<file path="src/rtl/pci_lat_pkg.sv">
// Package: shared phase type and limit decode for the latency monitor.
// Assumes limits are powers of two, halved per step of the select code.
package pci_lat_pkg;

    typedef enum logic [1:0] {
        PH_IDLE  = 2'd0,
        PH_INIT  = 2'd1,
        PH_BURST = 2'd2
    } lat_phase_e;

    // Limit for a select code: the largest limit halved once per code step.
    function automatic int unsigned limit_for(input int unsigned max_lim,
                                              input int unsigned code);
        return max_lim >> code;
    endfunction

endpackage

</file>
<file path="src/rtl/pci_lat_phase_timer.sv">
// Module: times the address-to-first-data interval and the gaps between
// burst data phases, and pulses term when the active limit runs out.
// Assumes cyc_start marks a new transaction, takes priority over all else,
// and is the only point where the limit selects are sampled.
module pci_lat_phase_timer
    import pci_lat_pkg::*;
#(
    parameter int unsigned INIT_MAX = 32,
    parameter int unsigned SUB_MAX  = 8,
    parameter int unsigned ISEL_W   = 2,
    parameter int unsigned SSEL_W   = 1,
    localparam int unsigned CNT_W   = $clog2(INIT_MAX + 1)
) (
    input  logic              clk,
    input  logic              rst_n,
    input  logic              cyc_start,
    input  logic              data_valid,
    input  logic              burst_end,
    input  logic [ISEL_W-1:0] init_sel,
    input  logic [SSEL_W-1:0] sub_sel,
    output logic              term
);

    lat_phase_e       phase_q;
    logic [CNT_W-1:0] cnt_q;
    logic [CNT_W-1:0] init_lim_q;
    logic [CNT_W-1:0] sub_lim_q;
    logic [CNT_W-1:0] cur_lim;
    logic             term_q;

    // Select the limit that applies to the current phase.
    always_comb begin
        cur_lim = (phase_q == PH_INIT) ? init_lim_q : sub_lim_q;
    end

    // Phase tracking, interval counting and the terminate pulse.
    always_ff @(posedge clk) begin
        if (!rst_n) begin
            phase_q    <= PH_IDLE;
            cnt_q      <= '0;
            init_lim_q <= CNT_W'(INIT_MAX);
            sub_lim_q  <= CNT_W'(SUB_MAX);
            term_q     <= 1'b0;
        end else begin
            term_q <= 1'b0;
            if (cyc_start) begin
                phase_q    <= PH_INIT;
                cnt_q      <= '0;
                init_lim_q <= CNT_W'(limit_for(INIT_MAX, int'(init_sel)));
                sub_lim_q  <= CNT_W'(limit_for(SUB_MAX, int'(sub_sel)));
            end else if (phase_q != PH_IDLE) begin
                if (burst_end) begin
                    phase_q <= PH_IDLE;
                    cnt_q   <= '0;
                end else if (data_valid) begin
                    phase_q <= PH_BURST;
                    cnt_q   <= '0;
                end else if (cnt_q == cur_lim - CNT_W'(1)) begin
                    phase_q <= PH_IDLE;
                    cnt_q   <= '0;
                    term_q  <= 1'b1;
                end else begin
                    cnt_q <= cnt_q + CNT_W'(1);
                end
            end
        end
    end

    assign term = term_q;

    // the request never lasts longer than one cycle.
    p_term_pulse_r4: assert property (@(posedge clk) disable iff (!rst_n)
        term_q |=> !term_q);

    // the running count stays below the active limit.
    p_cnt_bound_r1: assert property (@(posedge clk) disable iff (!rst_n)
        (phase_q != PH_IDLE) |-> (cnt_q < cur_lim));

    // a strobe during timing is never followed by a terminate.
    p_dv_blocks_r2: assert property (@(posedge clk) disable iff (!rst_n)
        (data_valid && phase_q != PH_IDLE) |=> !term_q);

    // a sampled end of burst is never followed by a terminate.
    p_end_quiet_r5: assert property (@(posedge clk) disable iff (!rst_n)
        burst_end |=> !term_q);

    // the latched limits change only when a transaction starts.
    p_cfg_hold_r6: assert property (@(posedge clk) disable iff (!rst_n)
        !cyc_start |=> ($stable(init_lim_q) && $stable(sub_lim_q)));

endmodule

</file>
<file path="src/rtl/pci_lat_tenure_timer.sv">
// Module: counts the edges for which the bus is held and flags when the
// count reaches the tenure limit, whose low bits are forced to zero.
// Assumes the limit is sampled at cyc_start. The count saturates at its
// maximum so the flag cannot wrap back low.
module pci_lat_tenure_timer #(
    parameter int unsigned USAGE_W  = 8,
    parameter int unsigned ZERO_LSB = 3
) (
    input  logic               clk,
    input  logic               rst_n,
    input  logic               cyc_start,
    input  logic               bus_owned,
    input  logic [USAGE_W-1:0] usage_limit,
    output logic               expired
);

    logic [USAGE_W-1:0] lim_q;
    logic [USAGE_W-1:0] cnt_q;
    logic               own_q;

    // Sample the tenure limit with its low bits dropped at transaction start.
    always_ff @(posedge clk) begin
        if (!rst_n) begin
            lim_q <= '0;
        end else if (cyc_start) begin
            lim_q <= {usage_limit[USAGE_W-1:ZERO_LSB], {ZERO_LSB{1'b0}}};
        end
    end

    // Saturating count of held edges; it clears when the bus is released.
    always_ff @(posedge clk) begin
        if (!rst_n) begin
            cnt_q <= '0;
            own_q <= 1'b0;
        end else begin
            own_q <= bus_owned;
            if (!bus_owned) begin
                cnt_q <= '0;
            end else if (cnt_q != {USAGE_W{1'b1}}) begin
                cnt_q <= cnt_q + USAGE_W'(1);
            end
        end
    end

    assign expired = own_q && (cnt_q >= lim_q);

    // releasing the bus drops the flag in the next cycle.
    p_release_clears_r8: assert property (@(posedge clk) disable iff (!rst_n)
        !bus_owned |=> !expired);

    // once raised, the flag holds while the bus stays held.
    p_expired_holds_r7: assert property (@(posedge clk) disable iff (!rst_n)
        (expired && bus_owned && !cyc_start) |=> expired);

    // the tenure limit is sampled only at transaction start.
    p_lim_hold_r6: assert property (@(posedge clk) disable iff (!rst_n)
        !cyc_start |=> $stable(lim_q));

endmodule

</file>
<file path="src/rtl/pci_lat_monitor.sv">
// Module: top of the PCI target latency monitor. It joins the data-phase
// timer and the bus tenure timer.
// Assumes all inputs are synchronous to clk and that the target state
// machine acts on the one-cycle terminate request.
module pci_lat_monitor #(
    parameter int unsigned INIT_MAX = 32,
    parameter int unsigned SUB_MAX  = 8,
    parameter int unsigned USAGE_W  = 8,
    parameter int unsigned ZERO_LSB = 3
) (
    input  logic               clk,
    input  logic               rst_n,
    input  logic               cyc_start,
    input  logic               data_valid,
    input  logic               burst_end,
    input  logic               bus_owned,
    input  logic [1:0]         init_sel,
    input  logic               sub_sel,
    input  logic [USAGE_W-1:0] usage_limit,
    output logic               terminate,
    output logic               tenure_expired
);

    // Data-phase latency timing.
    pci_lat_phase_timer #(
        .INIT_MAX (INIT_MAX),
        .SUB_MAX  (SUB_MAX),
        .ISEL_W   (2),
        .SSEL_W   (1)
    ) u_phase (
        .clk        (clk),
        .rst_n      (rst_n),
        .cyc_start  (cyc_start),
        .data_valid (data_valid),
        .burst_end  (burst_end),
        .init_sel   (init_sel),
        .sub_sel    (sub_sel),
        .term       (terminate)
    );

    // Bus tenure timing.
    pci_lat_tenure_timer #(
        .USAGE_W  (USAGE_W),
        .ZERO_LSB (ZERO_LSB)
    ) u_tenure (
        .clk         (clk),
        .rst_n       (rst_n),
        .cyc_start   (cyc_start),
        .bus_owned   (bus_owned),
        .usage_limit (usage_limit),
        .expired     (tenure_expired)
    );

    // both outputs are low during reset.
    p_reset_quiet_r9: assert property (@(posedge clk)
        !rst_n |=> (!terminate && !tenure_expired));

endmodule

</file>
<file path="config.mk">
export PLATFORM = sky130hd
export DESIGN_NAME = pci_lat_monitor
export DESIGN_NICKNAME = d
export VERILOG_FILES = /design/src/rtl/pci_lat_pkg.sv /design/src/rtl/pci_lat_phase_timer.sv /design/src/rtl/pci_lat_tenure_timer.sv /design/src/rtl/pci_lat_monitor.sv
export SDC_FILE = /design/constraint.sdc
export NUM_CORES = 1
export LEC_CHECK = 0
export BUFFER_PORTS_ARGS = -buffer_cell sky130_fd_sc_hd__buf_2
export CORE_MARGIN = 1.5
export CORE_UTILIZATION = 25
export CTS_CLUSTER_DIAMETER = 200
export DETAILED_ROUTE_END_ITERATION = 16
export PLACE_DENSITY_LB_ADDON = 0.25
export SLEW_MARGIN = 15
export SYNTH_ARGS = -nofsm -noshare
export SYNTH_HDL_FRONTEND = slang
export SYNTH_HIERARCHICAL = 1
export SYNTH_SLANG_ARGS = --single-unit
</file>
<file path="constraint.sdc">
create_clock -name clk -period 1.9 [get_ports clk]
set_input_delay 0.19 -clock clk [delete_from_list [all_inputs] [get_ports clk]]
set_output_delay 0.19 -clock clk [all_outputs]
set_load 0.02 [all_outputs]
</file>
# Word level (Yosys, flattened, before mapping)
# Index checks and enable logic that the tools add are counted.
[totals]
elab_cells = 40
reg_bits = 35
inputBits = 17
output_inout_bits = 2
[op_classes]
bitwise_logic = 2
shift = 2
magnitude_cmp = 1
add_sub_neg = 3
eq_ne = 3
n_reduce_logical = 10
muxes = 10
[ops]
columns = ["operator", "count"]
rows = [
  ["$mux 6", 4],
  ["$add 8x1->8 const B", 1],
  ["$ge 8x8->1", 1],
  ["$ne 8x8->1 const B", 1],
  ["$add 6x1->6 const B", 1],
  ["$eq 6x6->1", 1],
  ["$mux 2", 3],
  ["$reduce_and 2->1", 3],
  ["$shr 4x1->6 const A", 1],
  ["$shr 6x2->6 const A", 1],
  ["$sub 6x1->6 const B", 1],
  ["$reduce_or 5->1", 1],
  ["$reduce_bool 2->1", 2],
  ["$reduce_bool 4->1", 1],
  ["$mux 1", 3],
  ["$reduce_bool 3->1", 1],
  ["$eq 2x1->1 const B", 1],
  ["$not 1->1", 2],
  ["$reduce_or 2->1", 1],
  ["$logic_and 1x1->1", 1],
]

# Logic depth before layout (Yosys ltp)
# Gate-level depths: netlist of the first run.
[depth]
word_depth = 9
depth_mapped = 9
mapped_depth_nobuf = 9

# Cells and area by module
# Netlist of the first run, hierarchy kept.
[modules_own_cells]
columns = ["mod", "n_inst", "seq_area_each_um2", "area_per_inst_um2", "cells_each"]
rows = [
  ["pci_lat_phase_timer", 1, 300.3, 808.3, 88],
  ["pci_lat_tenure_timer", 1, 280.3, 745.7, 82],
]

# Worst setup path before layout of the first run
# No wires, ideal clock.
[synth_timing]
kind = "register to register"
from = "reg u_phase.phase_q[0]"
to = "reg u_phase.cnt_q[4]"
required_time_ns = 1.814
setup_slack_ns = -0.094
arrival_ns = 1.908
path_buffers = 0
period_less_slack_ns = 1.994
stages_incl_launch_ff = 10
setup_time_ns = 0.086
cell_sequence = "dfxtp_1 nor2b_4 mux2i_1 ha_1 xor2_1 and2_1 nand4_1 o22a_4 nand2_4 a211oi_1"
[synth_between]
elab_chain_cells = 7
word_cells_on_any_way = 8
cone_classes = "1 x add/sub; 2 x eq/ne; 4 x mux; 1 x reduce/logical"
[synth_rtl]
columns = ["element", "line", "source"]
rows = [
  ["start: declaration", "pci_lat_phase_timer.sv:24", "lat_phase_e phase_q;"],
  ["start signal: assignment", "pci_lat_phase_timer.sv:39", "phase_q <= PH_IDLE;"],
  ["start signal: assignment", "pci_lat_phase_timer.sv:47", "phase_q <= PH_INIT;"],
  ["start signal: assignment", "pci_lat_phase_timer.sv:53", "phase_q <= PH_IDLE;"],
  ["$eq 2x1->1", "pci_lat_phase_timer.sv:33", "cur_lim = (phase_q == PH_INIT) ? init_lim_q : sub_lim_q;"],
  ["$mux 6", "pci_lat_phase_timer.sv:33", ""],
  ["$sub 6x1->6", "pci_lat_phase_timer.sv:58", "end else if (cnt_q == cur_lim - CNT_W'(1)) begin"],
  ["$eq 6x6->1", "pci_lat_phase_timer.sv:58", ""],
  ["$mux 6", "pci_lat_phase_timer.sv:58", ""],
  ["$mux 6", "pci_lat_phase_timer.sv:55", "end else if (data_valid) begin"],
  ["$mux 6", "pci_lat_phase_timer.sv:52", "if (burst_end) begin"],
  ["end signal: assignment", "pci_lat_phase_timer.sv:63", "cnt_q <= cnt_q + CNT_W'(1);"],
  ["end: declaration", "pci_lat_phase_timer.sv:25", "logic [CNT_W-1:0] cnt_q;"],
]
# Parallel ways exist; a longest one is shown, timed or not.
# A chain may end at the register's enable or synchronous reset.

# Final worst setup path of the first run
[layout_timing]
from = "reg u_phase.phase_q[0]"
to = "reg u_phase.phase_q[1]"
[layout_between]
elab_chain_cells = 6
word_cells_on_any_way = 7
cone_classes = "1 x add/sub; 2 x eq/ne; 1 x mux; 3 x reduce/logical"
[layout_rtl]
columns = ["element", "line"]
rows = [
  ["$eq 2x1->1", "pci_lat_phase_timer.sv:33"],
  ["$mux 6", "pci_lat_phase_timer.sv:33"],
  ["$sub 6x1->6", "pci_lat_phase_timer.sv:58"],
  ["$eq 6x6->1", "pci_lat_phase_timer.sv:58"],
  ["$reduce_bool 3->1 (no line)", "--"],
  ["$reduce_and 2->1 (no line) (*)", "--"],
]
# Mark *: on every way between the ends. The rest lies on a longest branch, timed or not.

==> reports/metrics.csv, run 1 <==
stage;metric;value;unit
power_and_ir_drop;switching pwr;0.3547;mW
timing;final critical-path required period;1.999;ns
critical_path;critical path launch point type;flop;
worst_hold_path;HP Class;in2reg;
critical_path;CP arrival;2.17;ns
timing;Total Neg Setup Slack;-0.5849;ns
clock_network;CTS tree;built;
critical_path;R2R depth;9;
floorplanning;Rows;28;
detailed_routing;DRT iter0 DRCs;105;
detailed_routing;routed length per instance;11.62;um
worst_hold_path;hold depth;2;
power_and_ir_drop;Total Power;1.450;mW
layout;Inserted Diodes;0;
detailed_routing;drt total wl;3.114;mm
global_route;initial antenna violation count;0;
synthesis;Mapped Avg Cell Area;9.141;um2
synthesis;ys async rst share;0;%
layout;Area Overhead vs Synth;25.93;%
clock_network;Clock Latency Late Sink;0.28;ns
layout;layout cell share with drive strength beyond 1;29.53;%
global_route;largest net degree at the start of global routing;20;
power_and_ir_drop;PwrDens;741.0;nW/um2
clock_network;Max clock buf depth;2;
timing;final setup vio count;9;
layout;NumNets Final;218;
power_and_ir_drop;combinational power share;11.3;%
detailed_routing;Routed Antenna Nets;0;
synthesis;sequential-to-total area share from yosys stat;37.36;%
synthesis;Post-synth EDFFs;0;
run_status;status;finished with violations;
timing;Final Hold Viols;0;
run;max_cap viols;0;
timing;Max Slew Vio Count;0;
power_and_ir_drop;Max VDD drop;0.3646;mV
clock_network;post-CTS repair timing setup buffer count;0;
power_and_ir_drop;Lkg Pwr;0.7422;nW
floorplanning;die width;81.84;um
floorplanning;Starting Density;26.09;%
layout;most common cell after layout, fill and taps aside;dfxtp_1;
placed_design;routability cong.;0.7411;
floorplanning;# IOs;19;
timing;Max Freq;0.5003;GHz
layout;most frequent cells in the layout;dfxtp_1 (26), buf_2 (15), nand2_1 (11);
power_and_ir_drop;sw frac;24.46;%
synthesis;Ys Warns;6;
power_and_ir_drop;Reg power frac;44.0;%
timing;Setup Skew;0.006796;ns
placed_design;DP HPWL;2.261;mm
timing;final worst-path cycle share;105.2;%
detailed_routing;router iterations before antenna repair;4;
power_and_ir_drop;Int Pwr;1.095;mW
floorplanning;core area;5956;um2
clock_network;clk slew on worst S/H paths;0.07;ns
synthesis;Netlist cell types;45;
synthesis;Synth Flop Type;dfxtp_1;
global_route;GRT overflow;0;
timing;final worst slack;-0.09865;ns
critical_path;critical path peak fanout;3;
clock_network;CTS root buf;clkbuf_8;
placed_design;IO Port Bufs;15;
power_and_ir_drop;Clock Power Share;44.7;%
synthesis;Cell Area, Synth;1554;um2
timing;RSZ-0062 raised after global routing;yes;
run_status;failing checks;setup timing;
layout;Post-Layout Cell Count;268;
clock_network;CTS sink cnt;29;
clock_network;CTS H-tree depth;2;
floorplanning;Die Area;6698;um2
placed_design;placed insts;260;
synthesis;post-synthesis cell count;170;
layout;Layout fillers;630;
timing;worst slew pin tran;0.3682;ns
synthesis;Synth Register Bits;29;
critical_path;Worst EP required;2.07;ns
clock_network;CTS Buf Count;5;
global_route;first-pass GRT wire length;5.319;mm
critical_path;CP Capture Type;flop;
timing;Max transition margin;75.46;%
synthesis;Syn Nets;196;
detailed_routing;vias per inst;4.687;
placed_design;pre-CTS WS;-0.1198;ns
critical_path;WS Path Type;reg2reg;
detailed_routing;via count;1256;
detailed_routing;Remaining DRCs;0;
global_route;number of global-route vias before repair;1153;
global_route;overall routing resource usage;10.34;%
floorplanning;Die Y;81.84;um
## metrics by stage
step	area (um2)	util (%)	hold slack, ns
after floorplan	1560	-	0.2610
after global placement	1740	29.22	0.4387
after detailed placement	1740	29.22	0.4346
after CTS	1884	31.64	0.1369
after global routing	1957	32.86	0.1360
final	1957	32.86	0.1332
## cell usage after synthesis, drive strengths merged (4+ instances only)
| cell type | count | area (um2) |
|---|---|---|
| dfxtp | 29 | 580.6 |
| nand2 | 13 | 56.30 |
| ha | 9 | 112.6 |
| inv | 9 | 33.78 |
| nand3 | 9 | 45.04 |
| nor2b | 9 | 63.81 |
| o21ai | 8 | 40.03 |
| mux2i | 7 | 70.07 |
| nor3 | 7 | 35.03 |
| a211oi | 6 | 45.04 |
| a21oi | 6 | 30.03 |
| nand4 | 6 | 37.54 |
| xor2 | 5 | 43.79 |
| nand2b | 4 | 25.02 |
| nor2 | 4 | 15.01 |
## per-layer routing
layer,up-vias,GRT usage [%],share of wire (%)
met2,12,16.07,45
met4,0,3.559,1.4
met3,7,2.667,2.8
met5,-,0,0
li1,664,-,-
met1,573,13.76,50
## final timing paths
check,startpoint,to,slack [ns]
setup / recovery,u_phase/phase_q[0],u_phase/phase_q[1],-0.1
hold / removal,burst_end,u_phase/phase_q[1],0.13
setup reg to reg,u_phase/phase_q[0],u_phase/phase_q[1],-0.1
hold reg to reg,u_phase/init_lim_q[5],u_phase/init_lim_q[5],0.50
## cells by family after synthesis
family	share of synthesized area, %
mux	4.509
simple gates	27.21
buf+inv	4.348
fa+ha+maj	7.247
compound gates	14.82
xor+xnor	4.509
flops	37.36
## power groups by stage
stage / Combinational (mW) / Sequential [mW] / Clock, mW
2_1_floorplan: 0.0940 / 0.649 / 0
6_report: 0.164 / 0.638 / 0.648
5_1_grt: 0.184 / 0.641 / 0.701
3_5_place_dp: 0.143 / 0.651 / 0
4_1_cts: 0.148 / 0.637 / 0.672
3_3_place_gp: 0.142 / 0.651 / 0
## layout make-up
| type | count | area (um2) | share of cell area, % |
|---|---|---|---|
| clock buffers | 5 | 68.82 | 3.517 |
| clock inverters | 3 | 46.29 | 2.366 |
| inverters | 9 | 33.78 | 1.726 |
| multi-input cells | 126 | 1010 | 51.60 |
| flip-flops and latches | 29 | 584.3 | 29.86 |
| well taps | 75 | 93.84 | 4.795 |
| repair buffers | 21 | 120.1 | 6.138 |
## sequential cells by signal, summed over array words and instances (netlist names)
name	cells
u_tenure/cnt_q	8
u_phase/cnt_q	6
u_tenure/lim_q	5
u_phase/init_lim_q	4
u_phase/phase_q	2
u_phase/sub_lim_q	2
u_phase/term	1
u_tenure/own_q	1
## worst max-delay path: stages (launching register included)
cell     delay, ns
dfxtp_2       0.32
nor2b_4       0.20
mux2i_2       0.28
ha_4          0.24
xor2_1        0.12
and2_4        0.16
nand4_1       0.11
o22a_4        0.25
a22oi_2       0.14
nor3_2        0.07
## repair_timing
item / in CTS / in global routing
pin swaps: 6 / 9
setup endpoints to repair: 10 / 10
hold buffers: 0 / 0
gates resized for setup: 7 / 14
(Power assumes the default switching activity.)
==> run 2: changes to the inputs <==
--- a/config.mk
+++ b/config.mk
@@ -7,7 +7,7 @@
 export LEC_CHECK = 0
 export BUFFER_PORTS_ARGS = -buffer_cell sky130_fd_sc_hd__buf_2
 export CORE_MARGIN = 1.5
-export CORE_UTILIZATION = 25
+export CORE_UTILIZATION = 51
 export CTS_CLUSTER_DIAMETER = 200
 export DETAILED_ROUTE_END_ITERATION = 16
 export PLACE_DENSITY_LB_ADDON = 0.25
==> reports/metrics.csv, run 2 (synthesis gave the netlist of run 1 again) <==
stage;metric;value;unit
floorplanning;# IOs;19;
placed_design;IO Port Bufs;15;
clock_network;Max clock buf depth;2;
worst_hold_path;hold depth;2;
clock_network;clk slew on worst S/H paths;0.10;ns
critical_path;cells along the critical path;nor2b_4 > mux2i_2 > ha_1 > xor2_1 > and2_4 > nand4_1 > o22a_4 > a22oi_2 > nor3_1;
floorplanning;core area;2829;um2
timing;final worst-path cycle share;107.4;%
critical_path;max incr delay on CP;0.34;ns
timing;final critical-path required period;2.042;ns
power_and_ir_drop;Total Power;1.227;mW
timing;Max Freq;0.4898;GHz
critical_path;critical path peak fanout;3;
layout;largest reg by FF count;u_tenure/cnt_q;
placed_design;routability cong.;0.8076;
layout;Regs by FF count;u_tenure/cnt_q: 8 flops, u_phase/cnt_q: 6 flops, u_tenure/lim_q: 5 flops;
critical_path;CP arrival;2.26;ns
detailed_routing;vias per inst;5.872;
global_route;overall routing resource usage;20.94;%
floorplanning;Rows;19;
clock_network;CTS Buf Count;5;
detailed_routing;drt total wl;3.223;mm
worst_hold_path;worst hold endpoint;u_phase/term;
critical_path;delay-heaviest family, CP;simple AND/OR/NAND/NOR gates;
worst_hold_path;HP Class;in2reg;
critical_path;WS Path Type;reg2reg;
power_and_ir_drop;PwrDens;658.3;nW/um2
placed_design;pre-CTS WS;-0.1360;ns
layout;NumNets Final;221;
timing;final worst slack;-0.1415;ns
global_route;first-pass GRT wire length;5.416;mm
run_status;status;finished with violations;
power_and_ir_drop;Max VDD drop;0.4777;mV
critical_path;Crit path buffers/inverters;0;
clock_network;Clock Latency Late Sink;0.33;ns
clock_network;CTS root buf;clkbuf_4;
detailed_routing;Routed Antenna Nets;0;
detailed_routing;via count;1333;
run;max_cap viols;0;
global_route;met1 usage;23.44;%
critical_path;CP Capture Type;flop;
worst_hold_path;min-delay src;burst_end;
timing;RSZ-0062 raised after global routing;yes;
critical_path;reg-to-reg endpoint;u_phase/phase_q[1];
timing;Max Slew Vio Count;0;
detailed_routing;Remaining DRCs;0;
layout;number of flip-flops under the largest register name;8;
global_route;largest net degree at the start of global routing;20;
timing;final setup vio count;9;
global_route;grt met2 use;37.34;%
layout;layout cell share with drive strength beyond 1;28.57;%
run_status;failing checks;setup timing;
global_route;met3 Usage GRT;4.911;%
layout;Post-Layout Cell Count;227;
floorplanning;Die Area;3387;um2
global_route;GRT overflow;0;
global_route;initial antenna violation count;0;
critical_path;critical path launch point type;flop;
clock_network;CTS tree;built;
power_and_ir_drop;Lkg Pwr;0.7357;nW
critical_path;Worst EP required;2.12;ns
placed_design;DP HPWL;2.192;mm
layout;Inserted Diodes;0;
placed_design;placed insts;214;
layout;most common cell after layout, fill and taps aside;dfxtp_1;
floorplanning;Die Y;58.20;um
detailed_routing;DRT iter0 DRCs;52;
layout;Area Overhead vs Synth;19.89;%
floorplanning;Starting Density;54.93;%
critical_path;RR Startpoint;u_phase/phase_q[0];
timing;worst slew pin tran;0.3998;ns
critical_path;Slowest-stage cell, CP;dfxtp_2;
timing;Setup Skew;0.004921;ns
detailed_routing;router iterations before antenna repair;6;
critical_path;Crit path depth;9;
timing;Max transition margin;73.29;%
clock_network;CTS sink cnt;29;
layout;most frequent cells in the layout;dfxtp_1 (24), buf_2 (14), nand2_1 (12);
clock_network;CTS H-tree depth;2;
floorplanning;die width;58.20;um
detailed_routing;routed length per instance;14.20;um
global_route;GR peak layer;met2;
critical_path;r2r setup slk;-0.14;ns
critical_path;CP startpoint;u_phase/phase_q[0];
critical_path;R2R depth;9;
timing;Final Hold Viols;0;
global_route;number of global-route vias before repair;1260;
timing;worst hold slack;0.09587;ns
clock_network;Post-CTS Hold Buffers;0;
[run 2: cell types whose count changed in the layout (fill, tap and decap cells not counted), sizes merged]
| cell | previous run | this run |
|---|---|---|
| bufinv | 1 | 0 |
| clkinvlp | 1 | 0 |
| buf | 21 | 24 |
| clkbuf | 5 | 7 |
[run 2: worst max-delay path by stage]
stage / endpoint
2_1_floorplan: u_phase/cnt_q[4]
3_3_place_gp: u_phase/cnt_q[5]
3_5_place_dp: u_phase/cnt_q[5]
4_1_cts: u_phase/phase_q[1]
5_1_grt: u_phase/phase_q[1]
6_report: u_phase/phase_q[1]
[run 2: per-layer routing]
metal	vias up	wire length (um)
met2	22	1679
met5	-	0
met1	629	1392
met3	8	96
met4	0	55
li1	674	-
[run 2: metrics by stage]
stage / utilization, % / area (um2) / TNS, ns
6_report: 65.86 / 1863 / -0.9109
3_5_place_dp: 59.04 / 1670 / -0.7876
3_3_place_gp: 59.04 / 1670 / -0.1432
2_1_floorplan: - / 1560 / -0.1467
4_1_cts: 63.07 / 1784 / -0.9063
5_1_grt: 65.86 / 1863 / -2.090
[run 2: layout make-up]
| cell class | instances | area (um2) |
|---|---|---|
| clock buffers | 7 | 65.06 |
| inverters | 9 | 33.78 |
| multi-input cells | 126 | 979.7 |
| fillers | 227 | 965.9 |
| clock inverters | 1 | 5.005 |
| well taps | 31 | 38.79 |
| repair buffers | 24 | 148.9 |
| flip-flops and latches | 29 | 591.8 |
[run 2: power by group]
group | total [mW] | switching [mW] | internal (mW)
registers | 0.636 | 0.0123 | 0.624
logic | 0.157 | 0.0846 | 0.0722
clock network | 0.434 | 0.219 | 0.214
[run 2: timing repair]
item                       4_1_cts  5_1_grt
gates resized for setup         10       11
setup endpoints to repair       10       10
setup buffers                    0        5
pin swaps                       11        6
